`src/rtl/bsr_pkg.sv`:
```
package bsr_pkg;

   // Test mode code supplied by the port controller.
   typedef enum logic [1:0] {
      BSR_PASS       = 2'b00,
      BSR_DRIVE_PINS = 2'b01,
      BSR_DRIVE_CORE = 2'b10,
      BSR_PASS_ALT   = 2'b11
   } bsr_mode_e;

   // Minimum legal pad count on either side.
   localparam int unsigned BSR_MIN_PINS = 1;

endpackage

```
`src/rtl/bsr_cell.sv`:
```
module bsr_cell #(
   parameter bit FALL_UPDATE = 1'b1
) (
   input  logic tck,
   input  logic trst_n,
   input  logic capture_en,
   input  logic shift_en,
   input  logic update_en,
   input  logic force_sel,
   input  logic par_in,
   input  logic ser_in,
   output logic ser_out,
   output logic par_out
);

   logic stage_q;
   logic hold_q;

   // Shift stage: capture outranks shift, otherwise hold.
   always_ff @(posedge tck or negedge trst_n) begin
      if (!trst_n)         stage_q <= 1'b0;
      else if (capture_en) stage_q <= par_in;
      else if (shift_en)   stage_q <= ser_in;
   end

   generate
      if (FALL_UPDATE) begin : g_fall_update
         always_ff @(negedge tck or negedge trst_n) begin
            if (!trst_n)        hold_q <= 1'b0;
            else if (update_en) hold_q <= stage_q;
         end


         latch_hold_chk: assert property (@(negedge tck) disable iff (!trst_n)
            !update_en |=> $stable(hold_q));
      end else begin : g_rise_update
         always_ff @(posedge tck or negedge trst_n) begin
            if (!trst_n)        hold_q <= 1'b0;
            else if (update_en) hold_q <= stage_q;
         end


         latch_hold_chk: assert property (@(posedge tck) disable iff (!trst_n)
            !update_en |=> $stable(hold_q));
      end
   endgenerate

   assign ser_out = stage_q;
   assign par_out = force_sel ? hold_q : par_in;

endmodule

```
`src/rtl/bsr_segment.sv`:
```
module bsr_segment #(
   parameter int unsigned WIDTH       = 4,
   parameter bit          FALL_UPDATE = 1'b1
) (
   input  logic             tck,
   input  logic             trst_n,
   input  logic             capture_en,
   input  logic             shift_en,
   input  logic             update_en,
   input  logic             force_sel,
   input  logic [WIDTH-1:0] par_in,
   input  logic             ser_in,
   output logic [WIDTH-1:0] par_out,
   output logic             ser_out
);

   localparam int unsigned LINKS = WIDTH + 1;

   logic [LINKS-1:0] link;

   assign link[0] = ser_in;

   generate
      for (genvar i = 0; i < WIDTH; i++) begin : g_cell
         bsr_cell #(
            .FALL_UPDATE (FALL_UPDATE)
         ) u_cell (
            .tck        (tck),
            .trst_n     (trst_n),
            .capture_en (capture_en),
            .shift_en   (shift_en),
            .update_en  (update_en),
            .force_sel  (force_sel),
            .par_in     (par_in[i]),
            .ser_in     (link[i]),
            .ser_out    (link[i+1]),
            .par_out    (par_out[i])
         );
      end
   endgenerate

   assign ser_out = link[LINKS-1];

endmodule

```
`src/rtl/bsr_chain.sv`:
```
module bsr_chain
   import bsr_pkg::*;
#(
   parameter int unsigned IN_PINS     = 5,
   parameter int unsigned OUT_PINS    = 3,
   parameter bit          FALL_UPDATE = 1'b1
) (
   input  logic                tck,
   input  logic                trst_n,
   input  logic                capture_dr,
   input  logic                shift_dr,
   input  logic                update_dr,
   input  logic [1:0]          mode,
   input  logic                tdi,
   output logic                tdo,
   input  logic [IN_PINS-1:0]  pin_in,
   output logic [IN_PINS-1:0]  core_in,
   input  logic [OUT_PINS-1:0] core_out,
   output logic [OUT_PINS-1:0] pin_out
);

   localparam int unsigned CHAIN_LEN = IN_PINS + OUT_PINS;
   localparam int unsigned LAST_OUT  = OUT_PINS - 1;

   generate
      if (IN_PINS < BSR_MIN_PINS || OUT_PINS < BSR_MIN_PINS) begin : g_bad_pins
         $error("bsr_chain: each side needs at least one pad");
      end
      if (CHAIN_LEN < 2) begin : g_bad_len
         $error("bsr_chain: chain too short");
      end
   endgenerate

   bsr_mode_e mode_q;
   logic      drive_pins;
   logic      drive_core;
   logic      mid_link;

   assign mode_q     = bsr_mode_e'(mode);
   assign drive_pins = (mode_q == BSR_DRIVE_PINS);
   assign drive_core = (mode_q == BSR_DRIVE_CORE);

   // Input pads come first after tdi.
   bsr_segment #(
      .WIDTH       (IN_PINS),
      .FALL_UPDATE (FALL_UPDATE)
   ) u_in_seg (
      .tck        (tck),
      .trst_n     (trst_n),
      .capture_en (capture_dr),
      .shift_en   (shift_dr),
      .update_en  (update_dr),
      .force_sel  (drive_core),
      .par_in     (pin_in),
      .ser_in     (tdi),
      .par_out    (core_in),
      .ser_out    (mid_link)
   );

   // Output pads follow; the last one faces tdo.
   bsr_segment #(
      .WIDTH       (OUT_PINS),
      .FALL_UPDATE (FALL_UPDATE)
   ) u_out_seg (
      .tck        (tck),
      .trst_n     (trst_n),
      .capture_en (capture_dr),
      .shift_en   (shift_dr),
      .update_en  (update_dr),
      .force_sel  (drive_pins),
      .par_in     (core_out),
      .ser_in     (mid_link),
      .par_out    (pin_out),
      .ser_out    (tdo)
   );


   pass_through_chk: assert property (@(posedge tck) disable iff (!trst_n)
      (mode == 2'b00 || mode == 2'b11) |-> (pin_out == core_out && core_in == pin_in));


   extest_core_side_chk: assert property (@(posedge tck) disable iff (!trst_n)
      (mode == 2'b01) |-> (core_in == pin_in));


   intest_pin_side_chk: assert property (@(posedge tck) disable iff (!trst_n)
      (mode == 2'b10) |-> (pin_out == core_out));


   capture_tdo_chk: assert property (@(posedge tck) disable iff (!trst_n)
      capture_dr |=> (tdo == $past(core_out[LAST_OUT])));


   hold_tdo_chk: assert property (@(posedge tck) disable iff (!trst_n)
      (!capture_dr && !shift_dr) |=> $stable(tdo));


   always @(posedge tck) begin
      if (!trst_n) begin
         reset_tdo_chk: assert (tdo == 1'b0);
      end
   end

endmodule

```
`config.mk`:
```
export PLATFORM = sky130hd
export DESIGN_NAME = bsr_chain
export DESIGN_NICKNAME = d
export VERILOG_FILES = /design/src/rtl/bsr_pkg.sv /design/src/rtl/bsr_cell.sv /design/src/rtl/bsr_segment.sv /design/src/rtl/bsr_chain.sv
export SDC_FILE = /design/constraint.sdc
export NUM_CORES = 1
export LEC_CHECK = 0
export ABC_AREA = 1
export BUFFER_PORTS_ARGS = -buffer_cell sky130_fd_sc_hd__buf_4
export CAP_MARGIN = 15
export CORE_UTILIZATION = 50
export DETAILED_ROUTE_END_ITERATION = 7
export GPL_TIMING_DRIVEN = 0
export HOLD_SLACK_MARGIN = 0.12
export PLACE_DENSITY_LB_ADDON = 0.25
export SLEW_MARGIN = 20
export SYNTH_ARGS = -nofsm -noshare
export SYNTH_HDL_FRONTEND = slang
export SYNTH_SLANG_ARGS = --single-unit
```
`constraint.sdc`:
```
create_clock -name tck -period 1 [get_ports tck]
set_input_delay 0.05 -clock tck [delete_from_list [all_inputs] [get_ports tck]]
set_output_delay 0.05 -clock tck [all_outputs]
set_load 0.01 [all_outputs]
```
Word-level counts from Yosys, hierarchy flattened
Index checks and enable logic that the tools add are counted.
- word-level logic and storage cells: 43
- bits of input ports: 16
- register bits: 16
- output and inout port bits: 9
- eq/ne operators: 2
- multiplexer cells: 24
- reductions and logical operators: 1
- operator list (kind ; number):
    $mux W1 ; 24
    $eq A2 B1 Y1 const B ; 1
    $eq A2 B2 Y1 const B ; 1
    $reduce_bool A2 Y1 ; 1

Depth between registers and ports, before layout
Gate-level depths: netlist of run 1.
- depth after elaboration: 2
- depth in mapped cells: 6
- mapped depth without buffers: 5

Cells and area by module
From an unflattened synthesis of run 1, not the netlist that was laid out.
- cells, all modules: 132
- area, all modules: 865.8 um^2
- modules (own cells, without submodules) (module ; cells each ; times used ; area an instance (um^2) ; sequential area each (um^2)):
    bsr_cell ; 16 ; 8 ; 106.4 ; 50.0
    bsr_chain ; 4 ; 1 ; 15.0 ; 0.0

==> summary.md, run 1 <==
| Metric | Value |
|---|---|
| Worst slew pin tran | 352.3 ps |
| Yosys cell types | 11 |
| CP max FO | 2 |
| Worst skew pair latency | 300 ps |
| Worst hold path type | primary input to async pin |
| Final-report setup violation count | 17 |
| # rows | 14 |
| Vias in the first global route | 976 |
| Area Growth Syn to Fin | 56.22% |
| Clock Tree Root | clkbuf_4 |
| Diodes inserted | 0 |
| Reg clk slew, reported paths | 90 ps |
| GRT overflow | 0 |
| Total power | 0.001837 W |
| Antenna violations before repair | 0 |
| Vias | 1018 |
| Synthesized flop and latch total | 16 |
| Failing checks | DRC, setup timing |
| Final wirelength | 2828 microns |
| DP HPWL | 1382 microns |
| RePlAce Congestion | 0.8050 |
| Cts bufs inserted | 3 |
| Max_cap viols | 0 |
| Setup crit start kind | flop |
| Post-synthesis sequential area ratio | 45.78% |
| ANT nets after route | 0 |
| CTS sink cnt | 16 |
| Post-Syn Area | 874.6 sq um |
| Lkg Pwr | 0.7677 nW |
| Yosys warnings | 0 |
| Most common cell after layout, fill and taps aside | nand2_1 |
| VDD IR max | 1267 uV |
| Skew final | 1.394 ps |
| RSZ-0062 raised after global routing | true |
| Core Footprint | 1577 sq um |
| CP Capture Type | output pin |
| Setup ws final | -569.1 ps |
| First-pass GRT wire length | 4264 microns |
| Overall routing resource usage | 31.35% |
| Fin nets | 192 |
| Filler cells | 72 |
| Setup Crit Path Kind | flop to output pin |
| Max_slew headroom | 76.46% |
| Buffers on Ports | 23 |
| Detailed Routing Iterations Pass 1 | 6 |
| Dpl ws | -324.1 ps |
| Final core utilization | 86.67% |
| Iter 0 DRT Violations | 29 |
| Synth Area per Inst | 7.228 sq um |
| Die H | 43.83 microns |
| Pwr Density | 1344 nW/um^2 |
| Fraction of layout cells with a size suffix above 1 | 39.43% |
| Initial core utilization | 55.48% |
| Remaining DRCs | 2 |
| Most frequent cells in the layout | 66 x nand2_1, 45 x buf_4, 12 x dlygate4sd3_1 |
| IO Pins | 25 |
| Clock Path Buffers | 2 |
| Die width | 43.83 microns |
| Syn Nets | 137 |
| Worst endpoint data arrival time | 1520 ps |
| Max-slew violations | 0 |
| Post-DR wirelength/cell | 14.81 microns |
| Fin cells | 191 |
| Die ar. | 1921 sq um |
| Status | finished, violations left |
| H-tree Lvls | 1 |
| Critical path data required time | 950 ps |
| DP Cell Count | 160 |
| Syn Inst Count | 121 |
| Fin. Hold Viols | 0 |
| Largest net degree at the start of global routing | 17 |
| Vias per inst | 5.330 |
| CTS tree | yes |
==> final timing paths <==
check / from / cells past startpoint / slack, ps / endpoint
setup / recovery: u_in_seg.g_cell[3].u_cell.hold_q / 3 / -570 / core_in[3]
hold / removal: trst_n / 2 / 150 / u_in_seg.g_cell[3].u_cell.ser_out
setup reg to reg: u_out_seg.g_cell[0].u_cell.ser_out / 2 / -210 / u_out_seg.g_cell[0].u_cell.hold_q
hold reg to reg: u_in_seg.g_cell[3].u_cell.hold_q / 3 / 600 / u_in_seg.g_cell[3].u_cell.hold_q
max in group asynchronous: trst_n / 2 / 240 / u_out_seg.g_cell[2].u_cell.hold_q
min in group tck: pin_in[0] / 4 / 400 / core_in[0]
==> where the power goes <==
| part | switching (W) | total, W | internal, W |
|---|---|---|---|
| Combinational | 0.000284 | 0.000613 | 0.000329 |
| Sequential | 0.0000497 | 0.000781 | 0.000731 |
| Clock | 0.000221 | 0.000443 | 0.000222 |
| Total | 0.000554 | 0.00184 | 0.00128 |
==> per-layer routing <==
metal  GRT usage (%)  vias up  share of wire (%)
met5               0        -                  0
met4           14.37        0                3.1
met3           7.083       11                6.0
met2           51.64       46                 50
met1           38.93      487                 41
li1                -      474                  -
==> registers in the layout, indices dropped and copies added (netlist names) <==
register / cells
u_out_seg.g_cell.u_cell.hold_q: 3
u_out_seg.g_cell.u_cell.ser_out: 3
u_in_seg.g_cell.u_cell.ser_out: 5
u_in_seg.g_cell.u_cell.hold_q: 5
==> synth_stat cells <==
cell type   n  area, sq um
inv_2       1        3.750
dfrtp_1     8        200.2
o21ai_0     8        40.04
buf_6       1        11.26
inv_4       1        6.260
nor2_8      1        20.02
buf_4       9        67.56
inv_1      10        37.54
dfrtn_1     8        200.2
nand2_1    66        247.7
o21ai_1     8        40.04
==> metrics by stage <==
| stage | hold slack, ps | TNS [ps] | area, sq um |
|---|---|---|---|
| after floorplan | -245.6 | -2445 | 874.6 |
| after detailed placement | -77.83 | -3697 | 1067 |
| after global placement | -80.56 | -3475 | 1067 |
| after global routing | 149.5 | -6464 | 1366 |
| final | 152.2 | -5858 | 1366 |
| after CTS | 146.2 | -5719 | 1299 |
==> kinds of logic (layout without fill, tap and decap cells) <==
group / count (synthesis) / in the layout / synth area share (%)
buffers and inverters: 22 / 76 / 14.45
and+or+nand+nor: 67 / 67 / 30.62
DFF: 16 / 16 / 45.78
AOI/OAI and AO/OA: 16 / 16 / 9.156
==> what timing repair did <==
action	4_1_cts	5_1_grt
hold endpoints to repair	24	0
endpoints found under the setup margin	16	17
cloned	0	0
pin swaps	4	4
hold buffers	12	0
resized for setup	5	11
setup buffers	18	5
==> worst max-delay path, cell delays in order (launching register included) <==
cell and delay, ps:
dfrtn_1 420, inv_2 40, o21ai_1 120, buf_4 140
==> layout make-up <==
| cell class | instances | area, sq um | area share [%] |
|---|---|---|---|
| timing repair buffer | 58 | 473.0 | 34.62 |
| tap | 16 | 20.02 | 1.465 |
| buffer | 2 | 18.77 | 1.374 |
| sequential | 16 | 400.4 | 29.30 |
| multi-input combinational | 83 | 370.4 | 27.11 |
| clock buffer | 4 | 36.28 | 2.656 |
| inverter | 12 | 47.55 | 3.480 |
(Power assumes the default switching activity.)
==> run 2: changes to the inputs <==
--- a/config.mk
+++ b/config.mk
@@ -5,10 +5,9 @@
 export SDC_FILE = /design/constraint.sdc
 export NUM_CORES = 1
 export LEC_CHECK = 0
-export ABC_AREA = 1
 export BUFFER_PORTS_ARGS = -buffer_cell sky130_fd_sc_hd__buf_4
 export CAP_MARGIN = 15
-export CORE_UTILIZATION = 50
+export CORE_UTILIZATION = 49
 export DETAILED_ROUTE_END_ITERATION = 7
 export GPL_TIMING_DRIVEN = 0
 export HOLD_SLACK_MARGIN = 0.12
==> run 2 against run 1 <==
  * Flip-flop and latch count unchanged
  * Critical path type unchanged
  * Critical endpoint is now core_in[0]
  * Register-to-register slack got worse by 110 ps
  * Largest cell class unchanged
  * Cell area decreased by 6.9%
  * Via count decreased by 36%
  * Utilization decreased by 5.0 points
  * The flow still finishes with violations (DRC, setup timing)
  * Setup slack got worse by 20 ps
  * Count of clock-buffer cells in the layout decreased by 1
  * Total power decreased by 10%
  * Combinational power decreased by 15%
  * Highest routed layer is now met3
  * Clock skew increased by 5.3 ps
  * Sequential power about the same
==> summary.md, run 2 <==
| Metric | Value |
|---|---|
| Status | finished, violations left |
| Failing checks | DRC, setup timing |
| Buffers on Ports | 22 (-4.3%) |
| Setup TNS Final | -7007 ps (-1149 ps) |
| Crit Reg-Reg Endpoint | u_in_seg.g_cell[1].u_cell.hold_q |
| Max_slew headroom | 80.48% (+4.0 points) |
| CP max FO | 2 (unchanged) |
| Most frequent cells in the layout | 23 x buf_4, 16 x mux2_4, 11 x buf_6, 11 x dlygate4sd3_1 |
| Setup crit start kind | flop |
| RSZ-0062 raised after global routing | true |
| Fin. Hold Viols | 0 (unchanged) |
| Setup slack, reg-to-reg | -320 ps (-110 ps) |
| Worst skew pair latency | 290 ps (about the same) |
| GRT overflow | 0 (unchanged) |
| Max-slew violations | 0 (unchanged) |
| Diodes inserted | 0 (unchanged) |
| Yosys top cell area share | 23.46% (-4.9 points) |
| Worst hold path type | primary input to flop |
| Yosys warnings | 0 (unchanged) |
| Most used flip-flop cell after synthesis | dfrtp_1 |
| Critical path endpoint | core_in[0] |
| Iter 0 DRT Violations | 3 (-90%) |
| Hold Path Depth | 3 |
| Setup Crit Path Kind | flop to output pin |
| # rows | 14 (unchanged) |
| Area Growth Syn to Fin | 49.12% |
| Vias in the first global route | 685 (-30%) |
| Synth Area per Inst | 12.37 sq um (+71%) |
| Core Footprint | 1559 sq um (-1.1%) |
| Final wirelength | 1940 microns (-31%) |
| Crit path depth | 2 (-1) |
| CTS tree | yes |
| First-pass GRT wire length | 3153 microns (-26%) |
| VDD IR max | 970.9 uV (-23%) |
| Worst endpoint data arrival time | 1540 ps (+20 ps) |
| Cts bufs inserted | 3 (unchanged) |
| Total power | 0.001646 W (-10%) |
| Post-synth EDFFs | 0 (unchanged) |
| Antenna violations before repair | 0 (unchanged) |
| Fraction of layout cells with a size suffix above 1 | 52.78% (+13 points) |
| ANT nets after route | 0 (unchanged) |
| Vias | 654 (-36%) |
| Critical path data required time | 950 ps (about the same) |
| Remaining DRCs | 1 (-1) |
| RePlAce Congestion | 0.7274 (-9.6%) |
| IO Pins | 25 (unchanged) |
| Worst setup startpoint | u_in_seg.g_cell[0].u_cell.hold_q |
| Syn Inst Count | 69 (-43%) |
| Clock Path Buffers | 2 (unchanged) |
| Vias per inst | 5.274 (-1.0%) |
| Largest net degree at the start of global routing | 17 (unchanged) |
| CP Capture Type | output pin |
| Die H | 43.73 microns (-0.22%) |
| Yosys cell types | 12 (+1) |
| DP Cell Count | 107 (-33%) |
| H-tree Lvls | 1 (unchanged) |
| Clock Tree Root | clkbuf_4 |
| Cell Chain, Critical Path | mux2_4 -> buf_6 |
| Worst slew pin tran | 292.8 ps (-59.50 ps) |
| Leading cell types by total area after synthesis | dfrtn_1 23%, dfrtp_1 23%, mux2_2 15% |
| Skew final | 6.689 ps (+5.295 ps) |
| Die ar. | 1912 sq um (-0.43%) |
| Delay-heaviest family, CP | flip-flops |
| Synthesized flop and latch total | 16 (unchanged) |
| Lkg Pwr | 0.6596 nW (-14%) |
| Fin nets | 126 (-34%) |
| Syn Nets | 85 (-38%) |
| Slowest CP cell | dfrtn_1 |
| Setup ws final | -588.8 ps (-19.71 ps) |
| CTS sink cnt | 16 (unchanged) |
| Final-report setup violation count | 16 (-1) |
| Post-DR wirelength/cell | 15.65 microns (+5.7%) |
| Detailed Routing Iterations Pass 1 | 6 (unchanged) |
| Post-synthesis sequential area ratio | 46.92% (+1.1 points) |
| Crit-path max cell delay | 360 ps (-60 ps) |
| Final instance area | 1272 sq um (-6.9%) |
| Most common cell after layout, fill and taps aside | buf_4 |
| Area leader, netlist | dfrtn_1 |
| FF-to-FF path depth | 1 (-1) |
| Initial core utilization | 54.74% (-0.74 points) |
| Overall routing resource usage | 23.29% (-8.1 points) |
| Reg clk slew, reported paths | 90 ps (about the same) |
| Pwr Density | 1294 nW/um^2 (-3.8%) |
| Filler cells | 101 (+40%) |
| Reg-to-reg startpoint | u_in_seg.g_cell[1].u_cell.ser_out |
| Crit path buf inv count | 1 (-1) |
| Max_cap viols | 0 (unchanged) |
| Die width | 43.73 microns (-0.22%) |
| Top-count cell post-synth | mux2_2 |
| Fin cells | 124 (-35%) |
| Placed instance area | 1110 sq um (+4.0%) |
| Post-Syn Area | 853.3 sq um (-2.4%) |
| Ys async rst share | 100.0% (unchanged) |
run 2: how the worst min path moves through the flow:
stage | start | endpoint
global placement | trst_n | u_out_seg.g_cell[1].u_cell.ser_out
CTS | shift_dr | u_in_seg.g_cell[3].u_cell.ser_out
floorplan | trst_n | u_in_seg.g_cell[0].u_cell.ser_out
finish | shift_dr | u_out_seg.g_cell[1].u_cell.ser_out
detailed placement | trst_n | u_out_seg.g_cell[1].u_cell.ser_out
global route | shift_dr | u_out_seg.g_cell[1].u_cell.ser_out
run 2: cell families after synthesis:
| kind of cell | share of synthesized area (%) |
|---|---|
| AOI/OAI and AO/OA | 4.692 |
| muxes | 32.70 |
| buffers and inverters | 9.531 |
| DFF | 46.92 |
| and+or+nand+nor | 6.158 |
run 2: per-stage QoR:
stage / hold WS (ps) / util [%] / setup slack [ps]
6_report: 122.5 / 81.62 / -588.8
5_1_grt: 139.6 / 81.62 / -631.1
4_1_cts: 126.7 / 79.70 / -599.3
3_5_place_dp: -78.66 / 71.19 / -392.8
3_3_place_gp: -79.64 / 71.19 / -388.1
2_1_floorplan: -245.6 / - / -320.2
run 2: metal layers:
metal / wire length [microns] / global-route usage [%]
met3: 124 / 3.750
met4: 0 / 8.750
met5: 0 / 0
met2: 1031 / 38.21
met1: 784 / 30.98
run 2: power breakdown:
part           total (W)  switching [W]  internal (W)  leakage [nW]
clock           0.000341       0.000201      0.000140        0.0138
combinational   0.000523       0.000176      0.000347         0.451
sequential      0.000782      0.0000493      0.000733         0.195
run 2: cell type report:
cell class,count,area [sq um],share of cell area (%)
Timing Repair Buffer,44,395.4,31.07
Multi-Input combinational cell,42,412.9,32.45
Buffer,3,21.27,1.672
Tap cell,16,20.02,1.573
Sequential cell,16,400.4,31.47
Clock buffer,3,22.52,1.770
run 2: timing repair:
action / 4_1_cts / 5_1_grt
endpoints found under the setup margin: 16 / 17
resized for setup: 8 / 4
hold buffers: 11 / 0
buffers inserted: 8 / 4
pin swaps: 0 / 0
endpoints found under the hold margin: 24 / 0
run 2: tightest hold or removal path: cells and delay by family:
kind	cells	cell delay (ps)
AOI/OAI and AO/OA	1	100
buffers and inverters	1	130
muxes	1	80
